**config.mk**
```make
export PLATFORM = sky130hd
export DESIGN_NAME = oc_addsub
export DESIGN_NICKNAME = d
export VERILOG_FILES = /design/src/rtl/oc_pkg.sv /design/src/rtl/oc_rst_sync.sv /design/src/rtl/oc_ripple.sv /design/src/rtl/oc_incr.sv /design/src/rtl/oc_flag_gen.sv /design/src/rtl/oc_addsub.sv
export SDC_FILE = /design/constraint.sdc
export NUM_CORES = 1
export LEC_CHECK = 0
export ABC_AREA = 1
export BUFFER_PORTS_ARGS = -buffer_cell sky130_fd_sc_hd__buf_4
export CORE_MARGIN = 8
export CORE_UTILIZATION = 48
export CTS_BUF_LIST = sky130_fd_sc_hd__clkbuf_16
export DETAILED_ROUTE_END_ITERATION = 7
export GPL_TIMING_DRIVEN = 0
export PLACE_DENSITY = 0.78
export RECOVER_POWER = 25
export SETUP_SLACK_MARGIN = 0.15
export SLEW_MARGIN = 20
export SYNTH_ARGS = -nofsm -noshare
export SYNTH_HDL_FRONTEND = slang
export SYNTH_SLANG_ARGS = --single-unit
```
**constraint.sdc**
```tcl
create_clock -name clk -period 0.97 [get_ports clk]
set_input_delay 0.0485 -clock clk [delete_from_list [all_inputs] [get_ports clk]]
set_output_delay 0.0485 -clock clk [all_outputs]
set_load 0.005 [all_outputs]
```
**src/rtl/oc_pkg.sv**
```systemverilog
package oc_pkg;

  // operation select encoding on op_sub
  typedef enum logic {
    OC_ADD = 1'b0,
    OC_SUB = 1'b1
  } oc_op_e;

  typedef struct packed {
    logic ovf;
    logic negzero;
  } oc_flags_t;

endpackage

```
**src/rtl/oc_rst_sync.sv**
```systemverilog
module oc_rst_sync #(
  parameter int STAGES = 2
) (
  input  logic clk,
  input  logic rst_n,
  output logic rst_q_n
);

  logic [STAGES-1:0] chain_q;
  logic [STAGES-1:0] chain_d;

  always_comb begin
    chain_d = {chain_q[STAGES-2:0], 1'b1};
  end

  always_ff @(posedge clk or negedge rst_n) begin
    if (!rst_n) begin
      chain_q <= '0;
    end else begin
      chain_q <= chain_d;
    end
  end

  assign rst_q_n = chain_q[STAGES-1];

endmodule

```
**src/rtl/oc_ripple.sv**
```systemverilog
module oc_ripple #(
  parameter int WIDTH = 8
) (
  input  logic [WIDTH-1:0] x,
  input  logic [WIDTH-1:0] y,
  input  logic             cin,
  output logic [WIDTH-1:0] s,
  output logic             cout
);

  logic [WIDTH:0] c;

  assign c[0] = cin;

  for (genvar i = 0; i < WIDTH; i++) begin : g_bit
    logic p;
    assign p        = x[i] ^ y[i];
    assign s[i]     = p ^ c[i];
    assign c[i+1]   = (x[i] & y[i]) | (p & c[i]);
  end

  assign cout = c[WIDTH];

endmodule

```
**src/rtl/oc_incr.sv**
```systemverilog
module oc_incr #(
  parameter int WIDTH = 8
) (
  input  logic [WIDTH-1:0] x,
  input  logic             inc,
  output logic [WIDTH-1:0] s
);

  localparam int PAD_W = WIDTH - 1;

  // half-adder chain; the final carry cannot occur
  logic [WIDTH-1:0] c;

  assign c[0] = inc;

  for (genvar i = 0; i < WIDTH; i++) begin : g_bit
    assign s[i] = x[i] ^ c[i];
    if (i < PAD_W) begin : g_carry
      assign c[i+1] = x[i] & c[i];
    end
  end

endmodule

```
**src/rtl/oc_flag_gen.sv**
```systemverilog
module oc_flag_gen
  import oc_pkg::*;
#(
  parameter int WIDTH = 8
) (
  input  logic             a_msb,
  input  logic             b_msb,
  input  logic [WIDTH-1:0] s,
  output oc_flags_t        flags
);

  localparam int MSB = WIDTH - 1;

  always_comb begin
    flags.ovf     = (a_msb == b_msb) && (s[MSB] != a_msb);
    flags.negzero = &s;
  end

endmodule

```
**src/rtl/oc_addsub.sv**
```systemverilog
module oc_addsub
  import oc_pkg::*;
#(
  parameter int DATA_W      = 16,
  parameter int SYNC_STAGES = 2
) (
  input  logic              clk,
  input  logic              rst_n,
  input  logic              in_valid,
  input  logic              op_sub,
  input  logic [DATA_W-1:0] a_in,
  input  logic [DATA_W-1:0] b_in,
  output logic              out_valid,
  output logic [DATA_W-1:0] sum_out,
  output logic              ovf_out,
  output logic              negzero_out
);

  localparam int MSB = DATA_W - 1;

  logic              rst_q_n;
  oc_op_e            op_sel;
  logic [DATA_W-1:0] b_eff;
  logic [DATA_W-1:0] raw_sum;
  logic              first_carry;
  logic [DATA_W-1:0] final_sum;
  oc_flags_t         flags_d;

  logic              valid_d;
  logic              valid_q;
  logic [DATA_W-1:0] sum_d;
  logic [DATA_W-1:0] sum_q;
  oc_flags_t         flags_nxt;
  oc_flags_t         flags_q;
  logic              load_en;

  oc_rst_sync #(
    .STAGES (SYNC_STAGES)
  ) u_rst_sync (
    .clk     (clk),
    .rst_n   (rst_n),
    .rst_q_n (rst_q_n)
  );

  // operand conditioning: subtract by inverting the second operand
  always_comb begin
    op_sel = oc_op_e'(op_sub);
    b_eff  = (op_sel == OC_SUB) ? ~b_in : b_in;
  end

  oc_ripple #(
    .WIDTH (DATA_W)
  ) u_pass1 (
    .x    (a_in),
    .y    (b_eff),
    .cin  (1'b0),
    .s    (raw_sum),
    .cout (first_carry)
  );

  oc_incr #(
    .WIDTH (DATA_W)
  ) u_wrap (
    .x   (raw_sum),
    .inc (first_carry),
    .s   (final_sum)
  );

  oc_flag_gen #(
    .WIDTH (DATA_W)
  ) u_flags (
    .a_msb (a_in[MSB]),
    .b_msb (b_eff[MSB]),
    .s     (final_sum),
    .flags (flags_d)
  );

  // next state
  always_comb begin
    load_en   = in_valid;
    valid_d   = in_valid;
    sum_d     = sum_q;
    flags_nxt = flags_q;
    if (load_en) begin
      sum_d     = final_sum;
      flags_nxt = flags_d;
    end
  end

  // registers
  always_ff @(posedge clk or negedge rst_q_n) begin
    if (!rst_q_n) begin
      valid_q <= 1'b0;
      sum_q   <= '0;
      flags_q <= '0;
    end else begin
      valid_q <= valid_d;
      sum_q   <= sum_d;
      flags_q <= flags_nxt;
    end
  end

  assign out_valid   = valid_q;
  assign sum_out     = sum_q;
  assign ovf_out     = flags_q.ovf;
  assign negzero_out = flags_q.negzero;

endmodule

```
### Word-level counts from Yosys, hierarchy flattened

Index checks and enable logic that the tools add are counted.

| word-level totals | value |
|---|---|
| RAM bits | 0 |
| bits in latches | 0 |
| register bits | 21 |
| output and inout bits | 19 |
| input bits | 36 |
| logic and storage cells | 119 |
| memories kept | 0 |
| bits in read-only memories | 0 |

| operators by class | value |
|---|---|
| reductions and logical operators | 2 |
| div/mod/pow operators | 0 |
| multipliers | 0 |
| add/sub/neg operators | 0 |
| equal/unequal tests | 2 |
| mux-type cells | 1 |
| shifts and indexed selects | 0 |
| bitwise logic cells | 109 |
| magnitude comparators | 0 |

Operators with widths:

| operator | count |
|---|---|
| bitwise XOR 1 bit | 47 |
| bitwise AND 1 bit | 46 |
| two-way mux 16 bit | 1 |
| inverter 16 bit | 1 |
| AND reduction 16 bit | 1 |
| OR 1 bit | 15 |
| equality test 1 bit | 1 |
| logical AND 1 bit | 1 |
| != test 1 bit | 1 |

### Longest topological paths before layout

Gate-level depths: netlist of run 1.

| logic depth | value |
|---|---|
| depth in word-level cells | 51 |
| gate-level depth with buffers | 39 |
| mapped depth without buffers | 38 |

### Modules after synthesis

A second synthesis of run 1 with hierarchy kept.

| second synthesis, totals | value |
|---|---|
| cells, all modules | 215 |
| area total of the unflattened synthesis | 1731.7 um^2 |

By module, submodules not included:

| module | sequential area each (um^2) | times used | area each (um^2) | cells each |
|---|---|---|---|---|
| oc_addsub | 475.5 | 1 | 1031.0 | 146 |
| oc_ripple | 0.0 | 1 | 357.8 | 26 |
| oc_incr | 0.0 | 1 | 206.4 | 20 |
| oc_flag_gen | 0.0 | 1 | 82.6 | 20 |
| oc_rst_sync | 50.0 | 1 | 53.8 | 3 |

### Worst setup path before layout of run 1

OpenSTA, ideal clock, no wires.

| timing | value |
|---|---|
| kind | input port to flip-flop |
| from | input port op_sub |
| to | register flags_q, in the netlist negzero_out |
| path buffers | 2 |
| path slack | -8263 ps |
| data arrival time | 9155 ps |
| stages on the path | 37 |
| data required time | 892 ps |
| setup time | 78 ps |
| path through | buf_6 buf_8 xor2_1 fa_1 fa_1 fa_1 fa_1 fa_1 fa_1 fa_1 fa_1 fa_1 fa_1 fa_1 fa_1 fa_1 fa_1 fa_1 ha_1 ha_1 ha_1 ha_1 ha_1 ha_1 ha_1 ha_1 ha_1 ha_1 ha_1 ha_1 ha_1 ha_1 ha_1 nand2_1 nor2_1 nand3_1 o21bai_1 |

| on the way | value |
|---|---|
| elaborated cells on any way between the ends | 110 |
| classes of those cells | 1 x mux; 108 x bitwise; 1 x reduce/logical |

RTL lines:

| item | RTL line | RTL |
|---|---|---|
| start: declaration | oc_addsub.sv:10 | `input logic op_sub,` |
| two-way mux 16 bit * | oc_addsub.sv:48 | `b_eff = (op_sel == OC_SUB) ? ~b_in : b_in;` |
| bitwise XOR 1 bit or bitwise AND 1 bit (tied branches) | oc_ripple.sv:17, oc_ripple.sv:19 |  |
| bitwise AND 1 bit | oc_ripple.sv:19 | `assign c[i+1] = (x[i] & y[i]) \| (p & c[i]);` |
| OR 1 bit | oc_ripple.sv:19 |  |
| bitwise AND 1 bit | oc_ripple.sv:19 |  |
| OR 1 bit | oc_ripple.sv:19 |  |
| bitwise AND 1 bit | oc_ripple.sv:19 |  |
| OR 1 bit | oc_ripple.sv:19 |  |
| [... 20 more ...] | -- |  |
| bitwise AND 1 bit | oc_ripple.sv:19 |  |
| OR 1 bit | oc_ripple.sv:19 |  |
| bitwise AND 1 bit | oc_ripple.sv:19 |  |
| OR 1 bit | oc_ripple.sv:19 |  |
| bitwise AND 1 bit (14 in series) | oc_incr.sv:19 | `assign c[i+1] = x[i] & c[i];` |
| bitwise XOR 1 bit * | oc_incr.sv:17 | `assign s[i] = x[i] ^ c[i];` |
| net final_sum[14] | oc_addsub.sv:26 | `logic [DATA_W-1:0] final_sum;` |
| AND reduction 16 bit * | oc_flag_gen.sv:16 | `flags.negzero = &s;` |
| end signal: assignment | oc_addsub.sv:99 | `flags_q <= flags_nxt;` |
| end: declaration | oc_addsub.sv:34 | `oc_flags_t flags_q;` |

The timed path passes the listed nets; every way through them passes the cells marked *.
A chain may end at the register's enable or synchronous reset.

### Worst setup path after layout of run 1

| timing | value |
|---|---|
| from | input port b_in[0] |
| to | register flags_q, in the netlist negzero_out |

| on the way | value |
|---|---|
| elaborated cells on any way between the ends | 81 |
| classes of those cells | 1 x mux; 79 x bitwise; 1 x reduce/logical |

RTL lines:

| item | RTL line | RTL |
|---|---|---|
| start: declaration | oc_addsub.sv:12 | `input logic [DATA_W-1:0] b_in,` |
| inverter 16 bit | oc_addsub.sv:48 |  |
| two-way mux 16 bit * | oc_addsub.sv:48 |  |
| bitwise AND 1 bit (2 in series) | oc_ripple.sv:19 |  |
| OR 1 bit | oc_ripple.sv:19 |  |
| bitwise AND 1 bit | oc_ripple.sv:19 |  |
| OR 1 bit | oc_ripple.sv:19 |  |
| bitwise AND 1 bit | oc_ripple.sv:19 |  |
| OR 1 bit | oc_ripple.sv:19 |  |
| [... 20 more ...] | -- |  |
| bitwise AND 1 bit | oc_ripple.sv:19 |  |
| OR 1 bit | oc_ripple.sv:19 |  |
| bitwise AND 1 bit | oc_ripple.sv:19 |  |
| OR 1 bit | oc_ripple.sv:19 |  |
| bitwise AND 1 bit (14 in series) | oc_incr.sv:19 |  |
| bitwise XOR 1 bit * | oc_incr.sv:17 |  |
| net final_sum[14] | oc_addsub.sv:26 |  |
| AND reduction 16 bit * | oc_flag_gen.sv:16 |  |

Marked as above.

==> impl_metrics.tcl, run 1 <==
set metrics [dict create \
    p_leak_nw 1.17 \
    grtUsageTotal_pct 17.4 \
    syn-instance-count 150 \
    grt_pass1_vias 1449 \
    status "complete, but fails checks" \
    multiInputGateArea_um2 1250 \
    cts_buffer_depth 2 \
    area_growth_pct 65.9 \
    rows 20 \
    violations "negative setup slack" \
    slowest_stage "fa_2" \
    finalHoldViolCount 0 \
    wirelength_um 4490 \
    seq_area_frac_synth_pct 34.1 \
    yosysUniqueCellTypes 18 \
    yosysWarnings 0 \
    end_kind "register" \
    setup_viol 18 \
    setup_ws_ps -7460 \
    dp_hpwl_um 3360 \
    final_nets 288 \
    skew_ps 2.35 \
    syn_nets 218 \
    grt_max_degree 20 \
    place.gp.congestion 0.851 \
    clk_latency_ps 260 \
    cts_num_sinks 21 \
    remaining_drc_errors 0 \
    crit_fanout 2 \
    synth_largest_area_cell "dfrtp_1" \
    layout-drive-gt1-share_pct 59.4 \
    cts_tree "yes" \
    synth_area_um2 1540 \
    numCtsBuffers 3 \
    hold_path.class "in2async" \
    setup_tns_ps -113540 \
    cts_root_buf "clkbuf_16" \
    die_h_um 72.7 \
    worstRegToRegCells 3 \
    cp-start-kind "primary input" \
    overflow 0 \
    dr.pass1.iters 4 \
    synthTopCellsByArea "dfrtp_1 34%, fa_1 19%, nand2_1 14%, ha_1 14%, xor2_1 9.1%" \
    io_buffers 53 \
    post-route-period-util_pct 869 \
    via_per_inst 4.84 \
    fmax_mhz 119 \
    final_cells 263 \
    start_util_pct 50.5 \
    dp.cells 247 \
    antenna_left 0 \
    die-area_um2 5280 \
    cap_violations 0 \
    pin_count 55 \
    fill_cells 173 \
    preCtsSetupSlack_ps -7640 \
    n_antenna_cell 0 \
    crit_type "in2reg" \
    synth_top_area_share_pct 34.1 \
    rsz0062_at_grt "yes" \
    worstPathArrival_ps 8600 \
    avgSynthCellArea_um2 10.3 \
    num_vias 1274 \
    ys_ff_latch 21 \
    grt_pass1_wl_um 6950 \
    h-tree-depth 1 \
    ff_latch_area_um2 527 \
    vdd_ir_drop_max_mv 1.23 \
    drv_slew 0 \
    drtIter0Drc 33 \
    avgRoutedWirePerCell_um 17.1 \
    cp.required_ps 1140 \
    fp.coreArea_um2 3050 \
    antenna_found_initial 0 \
    power.density_nw_per_um2 1700 \
    min_period_ps 8430 \
    path_clk_slew_ps 60 \
    die_w_um 72.7 \
    power_w 0.00436 \
    cpPeakStageDelay_ps 360 \
]
[final timing paths]
check,start,slack [ps],endpoint
min reg2reg,u_rst_sync.chain_q[1],200,sum_out[7]
min,rst_n,110,u_rst_sync.chain_q[0]
max in group asynchronous,u_rst_sync.chain_q[1],470,sum_out[12]
max reg2reg,sum_out[1],190,sum_out[1]
min in group clk,a_in[15],110,ovf_out
max,b_in[0],-7460,negzero_out
[final cells by class]
cell class	instances	share of cell area, %
Clock buffer	3	2.93
Timing Repair Buffer	65	22.0
Sequential cell	21	20.6
Buffer	5	2.74
Tap cell	44	2.15
Clock inverter	1	0.196
Multi-Input combinational cell	120	48.7
Inverter	4	0.684
[registers in the layout (all words and copies together), names as in the netlist]
signal,count
negzero_out,1
ovf_out,1
sum_out,16
out_valid,1
u_rst_sync.chain_q,2
[synth_stat cells (all sizes together)]
cell type  instances
a31oi              1
buf                5
conb               1
dfrtp             21
fa                15
ha                17
inv                4
nand2             59
nand3              2
nand3b             1
nor2               7
o21bai             1
xor2              16
[stage by stage]
step	util, %	area, µm²	hold WS (ps)
after CTS	81.3	2480	107
final	83.9	2560	108
after detailed placement	73.4	2240	-168
after floorplan	-	1790	-247
after global routing	83.9	2560	123
after global placement	73.4	2240	-169
[cells in the final DEF (no fill, tap or decap)]
cell,synthesis,layout
buf_4,1,42
nand2_1,58,37
buf_6,3,22
nand2_2,0,20
dfrtp_1,21,20
fa_2,0,15
ha_4,0,15
xor2_1,16,14
nor2_1,6,6
clkbuf_16,0,3
buf_12,0,2
xor2_2,0,2
nand2_4,1,2
inv_1,3,2
nand3_1,2,2
dlygate4sd3_1,0,2
inv_2,1,1
nor2_2,1,1
inv_4,0,1
o21bai_1,1,1
a31oi_1,1,1
nand3b_1,1,1
ha_2,0,1
ha_1,17,1
clkinv_2,0,1
clkbuf_4,0,1
clkbuf_1,0,1
conb_1,1,1
dfrtp_2,0,1
[timing repair]
| item | 4_1_cts | 5_1_grt |
|---|---|---|
| gates resized for setup | 30 | 17 |
| endpoints found under the setup margin | 50 | 36 |
| cloned | 0 | 0 |
| hold buffers | 2 | 0 |
| buffers inserted | 7 | 3 |
| pin swaps | 2 | 4 |
| hold endpoints to repair | 3 | 0 |
[logic make-up (layout without fill, tap and decap cells)]
| group | count (synthesis) | in the layout | synth area share (%) |
|---|---|---|---|
| fa+ha+maj | 32 | 32 | 33.3 |
| flops | 21 | 21 | 34.1 |
| other cells | 1 | 1 | 0.243 |
| compound gates | 2 | 2 | 0.893 |
| xor+xnor | 16 | 16 | 9.08 |
| simple gates | 69 | 69 | 17.8 |
| buf+inv | 9 | 78 | 4.62 |
[worst max-delay path: cells and delay by family]
| kind | cells | cell delay [ps] |
|---|---|---|
| AO/OA/AOI/OAI | 1 | 160 |
| adder cells (fa/ha/maj) | 31 | 7910 |
| XOR/XNOR | 1 | 160 |
| buffers and inverters | 1 | 100 |
| AND/OR/NAND/NOR | 3 | 220 |
[metal layers]
metal,vias up,part of all wire [%],GRT usage [%]
met3,6,6.1,6.18
li1,602,-,-
met2,40,55,33.4
met5,-,0,0
met1,626,38,17.1
met4,0,1.2,4.00
[report_power, final]
group | total, W | switching [W] | internal, W
Sequential | 0.00124 | 0.000169 | 0.00107
Clock | 0.000877 | 0.000323 | 0.000554
Combinational | 0.00224 | 0.000945 | 0.00129
No activity file was read; power rests on OpenSTA's default activity.
==> run 2: changes to the inputs <==
Settings changed: CORE_UTILIZATION 48 to 45, PLACE_DENSITY 0.78 to 0.76.
Clock period 0.97 ns to 6.9 ns, I/O delays scaled along.
==> impl_metrics.tcl, run 2 (synthesis results as in run 1) <==
set metrics [dict create \
    status "complete, but fails checks" \
    violations "negative setup slack" \
    dr.pass1.iters 4 \
    num_vias 1251 \
    cts_root_buf "clkbuf_16" \
    final_common_cell "buf_4" \
    post-route-period-util_pct 126 \
    tightest_slew_ps 763 \
    h-tree-depth 1 \
    layout-drive-gt1-share_pct 55.7 \
    cp_num_buf_inv 1 \
    finalHoldViolCount 0 \
    antenna_found_initial 0 \
    slowest_stage "fa_2" \
    critical_path.top_delay_family "adder cells" \
    final_cells 258 \
    setup_viol 14 \
    dp_hpwl_um 3340 \
    hold_path.class "in2reg" \
    antenna_left 0 \
    wirelength_um 4300 \
    final_nets 281 \
    pin_count 55 \
    drtIter0Drc 58 \
    grtUsageTotal_pct 16.7 \
    skew_ps 1.24 \
    slew_headroom_pct 49.2 \
    cap_violations 0 \
    hold_ws_ps 239 \
    rows 21 \
    overflow 0 \
    start_util_pct 46.6 \
    path_clk_slew_ps 60 \
    numCtsBuffers 3 \
    place.gp.congestion 0.829 \
    ff_latch_area_um2 526 \
    clk_latency_ps 250 \
    avgRoutedWirePerCell_um 16.7 \
    end_kind "register" \
    cp-start-kind "primary input" \
    grt_pass1_wl_um 6930 \
    drv_slew 0 \
    setup_ws_ps -1810 \
    fill_cells 247 \
    cts_num_sinks 21 \
    grt_max_degree 20 \
    remaining_drc_errors 0 \
    via_per_inst 4.85 \
    p_leak_nw 1.12 \
    die_w_um 74.6 \
    die-area_um2 5560 \
    crit_type "in2reg" \
    crit_fanout 2 \
    layout_common_cells "54 x buf_4, 42 x nand2_1, 21 x dfrtp_1" \
    dp.cells 249 \
    cts_tree "yes" \
    rsz0062_at_grt "yes" \
    worstPathArrival_ps 8890 \
    cp.required_ps 7080 \
    vdd_ir_drop_max_mv 0.165 \
    io_buffers 53 \
    fmax_mhz 115 \
    area_growth_pct 57.8 \
    fp.coreArea_um2 3310 \
    grt_pass1_vias 1418 \
    cts_buffer_depth 2 \
    cpPeakStageDelay_ps 380 \
    largest_reg_flops 16 \
    power.density_nw_per_um2 234 \
    multiInputGateArea_um2 1250 \
    n_antenna_cell 0 \
    min_period_ps 8710 \
    die_h_um 74.6 \
]
[run 2: cell types whose count changed in the layout (fill, tap and decap cells not counted)]
cell           delta
clkbuf_1          +1
inv_4             -1
nand2_1           +5
buf_6            -18
dfrtp_1           +1
a31oi_1           -1
dlygate4sd3_1     -1
clkbuf_4          -1
nand2_2           -5
dfrtp_2           -1
buf_4            +12
inv_2             +1
a31oi_4           +1
[run 2: worst paths after layout]
kind | startpoint | end | slack [ps] | cells past startpoint
worst min-delay path | in_valid | out_valid | 240 | 1
worst min register to register | u_rst_sync.chain_q[1] | sum_out[2] | 320 | 0
min in group asynchronous | u_rst_sync.chain_q[1] | sum_out[2] | 320 | 0
worst max-delay path | b_in[0] | negzero_out | -1810 | 37
worst max register to register | u_rst_sync.chain_q[1] | sum_out[4] | 6110 | 0
max in group asynchronous | u_rst_sync.chain_q[1] | sum_out[4] | 6110 | 0
[run 2: power by group]
group	switching (W)	internal [W]
logic	0.000127	0.000152
registers	0.0000178	0.000151
clock network	0.0000445	0.0000778
total	0.000189	0.000380
[run 2: layer usage]
metal	share of wire [%]	vias to the layer above	GRT usage (%)
met3	5.3	4	3.91
li1	-	587	-
met4	0.70	0	4.57
met5	0	-	0
met1	38	624	18.4
met2	56	36	30.8
[run 2: timing repair]
item | CTS | global route
endpoints found under the hold margin | 2 | 0
setup endpoints to repair | 15 | 15
pin swaps | 3 | 4
gates cloned | 0 | 0
resized for setup | 14 | 10
setup buffers | 4 | 0
hold buffers | 1 | 0
[run 2: cell type report]
cell class | instances | area share (%)
Clock buffer | 3 | 3.08
Inverter | 4 | 0.617
Tap cell | 46 | 2.36
Multi-Input combinational cell | 120 | 51.3
Sequential cell | 21 | 21.6
Clock inverter | 1 | 0.206
Timing Repair Buffer | 58 | 18.0
Buffer | 5 | 2.88
[run 2: per-stage QoR]
stage	setup WS [ps]	area (µm²)	setup TNS [ps]	util, %	total power (W)
after floorplan	-1710	1790	-13120	-	0.000315
after global placement	-1900	2240	-15620	67.7	0.000412
after detailed placement	-2030	2240	-17130	67.7	0.000420
after CTS	-1810	2400	-13900	72.5	0.000562
after global routing	-2000	2430	-16060	73.5	0.000608
final	-1810	2430	-14020	73.5	0.000570
